<file path="config.mk">
export PLATFORM = sky130hd
export DESIGN_NAME = otp_mode_ctrl
export DESIGN_NICKNAME = d
export VERILOG_FILES = /design/src/rtl/otp_pkg.sv /design/src/rtl/otp_mode_decode.sv /design/src/rtl/otp_id_select.sv /design/src/rtl/otp_cell_array.sv /design/src/rtl/otp_mode_ctrl.sv
export SDC_FILE = /design/constraint.sdc
export NUM_CORES = 2
export LEC_CHECK = 0
export ABC_CLOCK_PERIOD_IN_PS = 3250
export BUFFER_PORTS_ARGS = -buffer_cell sky130_fd_sc_hd__buf_2
export CAP_MARGIN = 40
export CORE_MARGIN = 1.5
export CORE_UTILIZATION = 40
export CTS_CLUSTER_SIZE = 16
export DETAILED_ROUTE_END_ITERATION = 16
export GPL_ROUTABILITY_DRIVEN = 0
export PLACE_DENSITY = 0.53
export SYNTH_ARGS = -nofsm -noshare
export SYNTH_HDL_FRONTEND = slang
export SYNTH_SLANG_ARGS = --single-unit
</file>
<file path="constraint.sdc">
create_clock -name clk -period 3.25 [get_ports clk]
set_input_delay 0.325 -clock clk [delete_from_list [all_inputs] [get_ports clk]]
set_output_delay 0.325 -clock clk [all_outputs]
set_load 0.02 [all_outputs]
</file>
<file path="src/rtl/otp_pkg.sv">
package otp_pkg;

  localparam int BYTE_W = 8;

  typedef enum logic [2:0] {
    M_READ      = 3'd0,
    M_OUTOFF    = 3'd1,
    M_STBY_TTL  = 3'd2,
    M_STBY_CMOS = 3'd3,
    M_PROG      = 3'd4,
    M_VERIFY    = 3'd5,
    M_INHIBIT   = 3'd6,
    M_IDENT     = 3'd7
  } otp_mode_e;

  localparam logic [BYTE_W-1:0] ID_MAKER = 8'h1C;
  localparam logic [BYTE_W-1:0] ID_PART  = 8'h83;
  localparam logic [BYTE_W-1:0] ID_CONT  = 8'h7F;
  localparam logic [BYTE_W-1:0] ERASED   = {BYTE_W{1'b1}};

  function automatic logic drives_bus(input otp_mode_e m);
    return (m == M_READ) || (m == M_VERIFY) || (m == M_IDENT);
  endfunction

endpackage

</file>
<file path="src/rtl/otp_mode_decode.sv">
module otp_mode_decode
  import otp_pkg::*;
(
  input  logic      ce_n,
  input  logic      oe_n,
  input  logic      vpp,
  input  logic      vcc_hi,
  input  logic      hv_id,
  input  logic      cmos_lvl,
  output otp_mode_e mode_n
);

  always_comb begin
    if (ce_n) begin
      if (vpp)           mode_n = M_INHIBIT;
      else if (cmos_lvl) mode_n = M_STBY_CMOS;
      else               mode_n = M_STBY_TTL;
    end else if (vpp) begin
      mode_n = M_PROG;
    end else if (oe_n) begin
      mode_n = M_OUTOFF;
    end else if (hv_id) begin
      mode_n = M_IDENT;
    end else if (vcc_hi) begin
      mode_n = M_VERIFY;
    end else begin
      mode_n = M_READ;
    end
  end

endmodule

</file>
<file path="src/rtl/otp_id_select.sv">
module otp_id_select
  import otp_pkg::*;
(
  input  logic              sel_hi,
  input  logic              sel_lo,
  output logic [BYTE_W-1:0] code
);

  always_comb begin
    if (!sel_hi)     code = ID_CONT;
    else if (sel_lo) code = ID_PART;
    else             code = ID_MAKER;
  end

endmodule

</file>
<file path="src/rtl/otp_cell_array.sv">
module otp_cell_array
  import otp_pkg::*;
#(
  parameter int DEPTH = 256,
  localparam int AW   = $clog2(DEPTH)
) (
  input  logic              clk,
  input  logic              rst,
  input  logic              we,
  input  logic [AW-1:0]     addr,
  input  logic [BYTE_W-1:0] wdata,
  output logic [BYTE_W-1:0] rdata
);

  logic [BYTE_W-1:0] mem_q [DEPTH];

  assign rdata = mem_q[addr];

  always_ff @(posedge clk) begin
    if (rst) begin
      for (int i = 0; i < DEPTH; i++) mem_q[i] <= ERASED;
    end else if (we) begin
      mem_q[addr] <= mem_q[addr] & wdata;
    end
  end

  // a program cycle leaves the old byte ANDed with the written byte
  a_r5_and_write: assert property (@(posedge clk) disable iff (rst)
    we |=> (mem_q[$past(addr)] == ($past(rdata) & $past(wdata))));

  // a program cycle never sets a bit
  a_r5_no_set: assert property (@(posedge clk) disable iff (rst)
    we |=> ((mem_q[$past(addr)] & ~$past(rdata)) == '0));

endmodule

</file>
<file path="src/rtl/otp_mode_ctrl.sv">
module otp_mode_ctrl
  import otp_pkg::*;
#(
  parameter int DEPTH = 256,
  localparam int AW   = $clog2(DEPTH)
) (
  input  logic              clk,
  input  logic              rst,
  input  logic              chip_sel_n,
  input  logic              out_en_n,
  input  logic              prog_volt,
  input  logic              vcc_prog,
  input  logic              id_hv,
  input  logic              desel_cmos,
  input  logic [AW-1:0]     addr,
  input  logic [BYTE_W-1:0] din,
  output logic [BYTE_W-1:0] dout,
  output logic              dout_en,
  output logic [2:0]        mode
);

  otp_mode_e         mode_n, mode_q;
  logic [BYTE_W-1:0] cell_data;
  logic [BYTE_W-1:0] id_code;
  logic              wr_en;

  otp_mode_decode u_decode (
    .ce_n     (chip_sel_n),
    .oe_n     (out_en_n),
    .vpp      (prog_volt),
    .vcc_hi   (vcc_prog),
    .hv_id    (id_hv),
    .cmos_lvl (desel_cmos),
    .mode_n   (mode_n)
  );

  assign wr_en = (mode_n == M_PROG);

  otp_cell_array #(.DEPTH(DEPTH)) u_cells (
    .clk   (clk),
    .rst   (rst),
    .we    (wr_en),
    .addr  (addr),
    .wdata (din),
    .rdata (cell_data)
  );

  otp_id_select u_ident (
    .sel_hi (addr[1]),
    .sel_lo (addr[0]),
    .code   (id_code)
  );

  always_ff @(posedge clk) begin
    if (rst) begin
      mode_q  <= M_STBY_TTL;
      dout_en <= 1'b0;
      dout    <= '0;
    end else begin
      mode_q  <= mode_n;
      dout_en <= drives_bus(mode_n);
      case (mode_n)
        M_READ, M_VERIFY: dout <= cell_data;
        M_IDENT:          dout <= id_code;
        default:          dout <= '0;
      endcase
    end
  end

  assign mode = mode_q;

  // a deselected device never drives its data pins
  a_r2_desel_quiet: assert property (@(posedge clk) disable iff (rst)
    (!$past(rst) && $past(chip_sel_n)) |-> (!dout_en && dout == '0));

  // a plain read condition enables the data pins one cycle later
  a_r3_read_drives: assert property (@(posedge clk) disable iff (rst)
    (!$past(rst) && $past(!chip_sel_n && !out_en_n && !prog_volt)) |-> dout_en);

  // programming voltage always keeps the data pins off
  a_r6_vpp_no_drive: assert property (@(posedge clk) disable iff (rst)
    (!$past(rst) && $past(prog_volt)) |-> !dout_en);

  // identify bytes carry odd parity
  a_r10_odd_parity: assert property (@(posedge clk) disable iff (rst)
    (mode == 3'd7) |-> (^dout));

endmodule

</file>
==> impl_metrics.yaml <==
outcome:
  status: "finished, final reports clean"
yosys:
  ys_types: 50
  synth_ff_type: "edfxtp_1"
  seq_area_frac_synth_pct: 68.0
  yosys_warnings: 0
  syn_area_sq_um: 90800
  avgSynthCellArea_sq_um: 14.1
  synth-async-reset-ratio_pct: 0
  synthCells: 6445
  synth_seq_cells: 2060
  syn_nets: 6469
  synth-edff-count: 2048
detailed_routing:
  ant_nets: 0
  drc: 0
  vias_per_cell: 5.55
  num_vias: 56700
  routed_wl_mm: 272
  firstDrtPassIters: 5
  drt-wirelength-per-cell_microns: 26.6
  drt-initial-drc-count: 5962
critical_path:
  end_kind: "flop"
  r2r_end: "u_cells.mem_q[69][6]$_SDFFCE_PN1P_"
  cpLargestDelayFamily: "buffers and inverters"
  cp.arrival_ns: 3.79
  ff2ff_setup_slack_ns: 0.07
  cp_num_cells: 13
  r2r_start: "u_cells.mem_q[4][6]$_SDFFCE_PN1P_"
  r2r_cells: 10
  critPathLaunchType: "input port"
  cp_common_cell: "buf_4"
  max_stage_delay_ns: 0.53
  worstSetupPathType: "in -> reg"
  critPathMaxFanout: 24
  crit_buf_inv: 7
  required_ns: 3.85
  worst_path_max_delay_cell: "mux4_2"
  cp_cell_sequence: "buf_8 -> buf_4 -> buf_12 -> buf_4 -> mux4_2 -> o21ai_0 -> buf_4 -> a41o_1 -> nand4b_1 -> nand3_4 -> buf_4 -> buf_12 -> nand2_1"
clocking:
  cts_tree: "done"
  clock_path_buffers: 3
  clock_latency_ns: 0.88
  numCtsBuffers: 216
  path_clk_slew_ns: 0.06
  cts-htree-levels: 4
  cts_root_buf: "clkbuf_16"
  post_cts_buffers: 0
  cts.sinks: 2060
floorplan:
  rows: 174
  pin_count: 36
  die_x_microns: 479
  dieArea_sq_um: 230000
  die-height_microns: 479
  initial_utilization_pct: 40.3
  core_area_sq_um: 225000
timing:
  finalMaxSlewViolations: 0
  period_needed_ns: 3.19
  min_period_over_period_pct: 98.3
  worst_slew_pin_slew_ns: 0.928
  hold_viol_final: 0
  slew_headroom_pct: 38.1
  setup_viol: 0
  rsz0062_at_grt: "no"
  clock_skew_ns: 0.0386
  layout_setup_ws_ns: 0.0553
  fmax_mhz: 313
  fin_tns_setup_ns: 0
min_path:
  min-delay-start: "din[7]"
  hold_end: "u_cells.mem_q[168][7]$_SDFFCE_PN1P_"
  hp-class: "in -> reg"
  min_path_cells: 4
pwr:
  p_comb_share_pct: 8.7
  irDropWorstVdd_v: 0.000575
  clkPwrFrac_pct: 41.0
  p_int_mw: 44.3
  pwr-share-seq_pct: 50.4
  p_leak_nw: 29.4
  netSwitchingPower_mw: 13.9
  switching_share_pct: 23.9
  pwr_density_cell_nw_per_um2: 542
final_layout:
  syn2layout_area_growth_pct: 18.3
  n_fill_cell: 19600
  layout_common_cells: "nand2_1 (2119), edfxtp_1 (2048), buf_4 (657)"
  drive_above_1_share_pct: 26.7
  fin_nets: 7061
  layout_commonest_cell: "nand2_1"
global_routing:
  grt_overflow: 0
  grt_max_degree: 126
  grt_util_all_layers_pct: 23.4
  grt_pass1_vias: 56600
  grt_pass1_wl_mm: 395
  antenna_found_initial: 9
place:
  port_buffers: 35
  dp_hpwl_mm: 186
  pre_cts_slack_ns: -0.697
job:
  drv_cap: 0
timing repair:
item                                    in CTS  in global routing
resized for setup                            1                 12
endpoints found under the setup margin      63                696
hold buffers                                10                  0
endpoints found under the hold margin        9                  0
gates cloned                                 0                  0
flip-flops by register name, indices dropped and copies added, names as in the netlist:
signal	flops
dout	8
dout_en	1
mode	3
u_cells.mem_q	2048
final cells by class:
cell class,count,area [sq um],share of cell area [%]
diodes,2,5.00,0.00466
clock inverters,109,852,0.794
well taps,2992,3740,3.49
inverters,3,12.5,0.0117
flip-flops and latches,2060,61700,57.5
clock buffers,285,5840,5.44
multi-input cells,3875,26300,24.5
repair buffers,881,8830,8.22
logic make-up (layout without fill, tap and decap cells):
group,Yosys count,after routing,share of synthesized area (%)
AND/OR/NAND/NOR,2900,2900,13.3
flip-flops,2060,2060,68.0
multiplexers,663,663,13.0
buffers and inverters,510,1278,3.23
AO/OA/AOI/OAI,312,312,2.49
other,0,2,0
worst register-to-register path: cells and delay by family, from the launching register on:
| kind | cells | cell delay (ns) |
|---|---|---|
| mux | 1 | 0.45 |
| buf+inv | 3 | 0.61 |
| compound gates | 3 | 0.92 |
| flops | 1 | 0.38 |
| simple gates | 3 | 0.54 |
through the flow:
stage                     power, mW  util [%]  hold WS, ns  cells  cell area, sq um
after floorplan                32.4         -        0.404   6445             90800
after global placement         34.9      44.6        0.538   9801            100000
after detailed placement       34.9      44.6        0.540   9801            100000
after CTS                      58.6      47.7       0.0514  10200            107000
after global routing           59.8      47.7       0.0845  10200            107000
final                          58.2      47.7        0.100  10200            107000
cell usage after synthesis, types with 4 or more instances:
library cell / n / area share [%]
nor3b_1: 5 / 0.041
nand2_1: 2125 / 8.8
a31oi_1: 28 / 0.19
nor2_2: 47 / 0.32
a22o_1: 28 / 0.27
a21oi_1: 27 / 0.15
nor2_1: 245 / 1.0
buf_4: 205 / 1.7
buf_2: 138 / 0.76
buf_1: 14 / 0.058
or2_2: 259 / 1.8
edfxtp_1: 2048 / 68
dfxtp_1: 12 / 0.26
o2111ai_1: 15 / 0.14
nor3_1: 12 / 0.066
o22ai_1: 23 / 0.16
mux4_2: 409 / 10
a221oi_1: 74 / 0.71
nand4_1: 16 / 0.11
a22oi_1: 32 / 0.26
o311ai_0: 7 / 0.068
o21ai_0: 52 / 0.29
and3b_1: 4 / 0.039
nand4bb_1: 8 / 0.099
nand3_1: 155 / 0.85
nand2b_1: 4 / 0.028
mux2i_1: 238 / 2.6
buf_6: 10 / 0.12
a31o_1: 14 / 0.14
clkbuf_1: 140 / 0.58
mux2_2: 16 / 0.20
nor2b_1: 7 / 0.048
routing by layer:
metal  routed length, microns  up-vias  GRT usage (%)  part of all wire (%)
li1                         -    24800              -                     -
met1                   117000    29500           33.4                    43
met2                   130000     1963           37.7                    48
met3                    17300      372           3.09                   6.4
met4                     7550        2           6.80                   2.8
met5                       12        -              0                0.0044
power groups by stage:
stage / Combinational, mW / Sequential [mW] / Clock (mW)
2_1_floorplan: 2.56 / 29.9 / 0
6_report: 5.04 / 29.3 / 23.8
3_5_place_dp: 5.04 / 29.9 / 0
5_1_grt: 5.28 / 29.3 / 25.2
4_1_cts: 5.06 / 29.3 / 24.2
3_3_place_gp: 5.01 / 29.9 / 0
how the worst max path moves through the flow:
stage / startpoint / endpoint / slack [ns]
finish: addr[1] / u_cells.mem_q[68][4]$_SDFFCE_PN1P_ / 0.06
detailed placement: addr[1] / u_cells.mem_q[100][4]$_SDFFCE_PN1P_ / -0.70
global placement: addr[1] / u_cells.mem_q[100][4]$_SDFFCE_PN1P_ / -0.64
floorplan: addr[0] / u_cells.mem_q[192][1]$_SDFFCE_PN1P_ / 0.27
global route: u_cells.mem_q[108][3]$_SDFFCE_PN1P_ / u_cells.mem_q[42][3]$_SDFFCE_PN1P_ / 0.02
CTS: u_cells.mem_q[135][2]$_SDFFCE_PN1P_ / u_cells.mem_q[110][2]$_SDFFCE_PN1P_ / 0.006
Power figures use the tool's default switching activity.
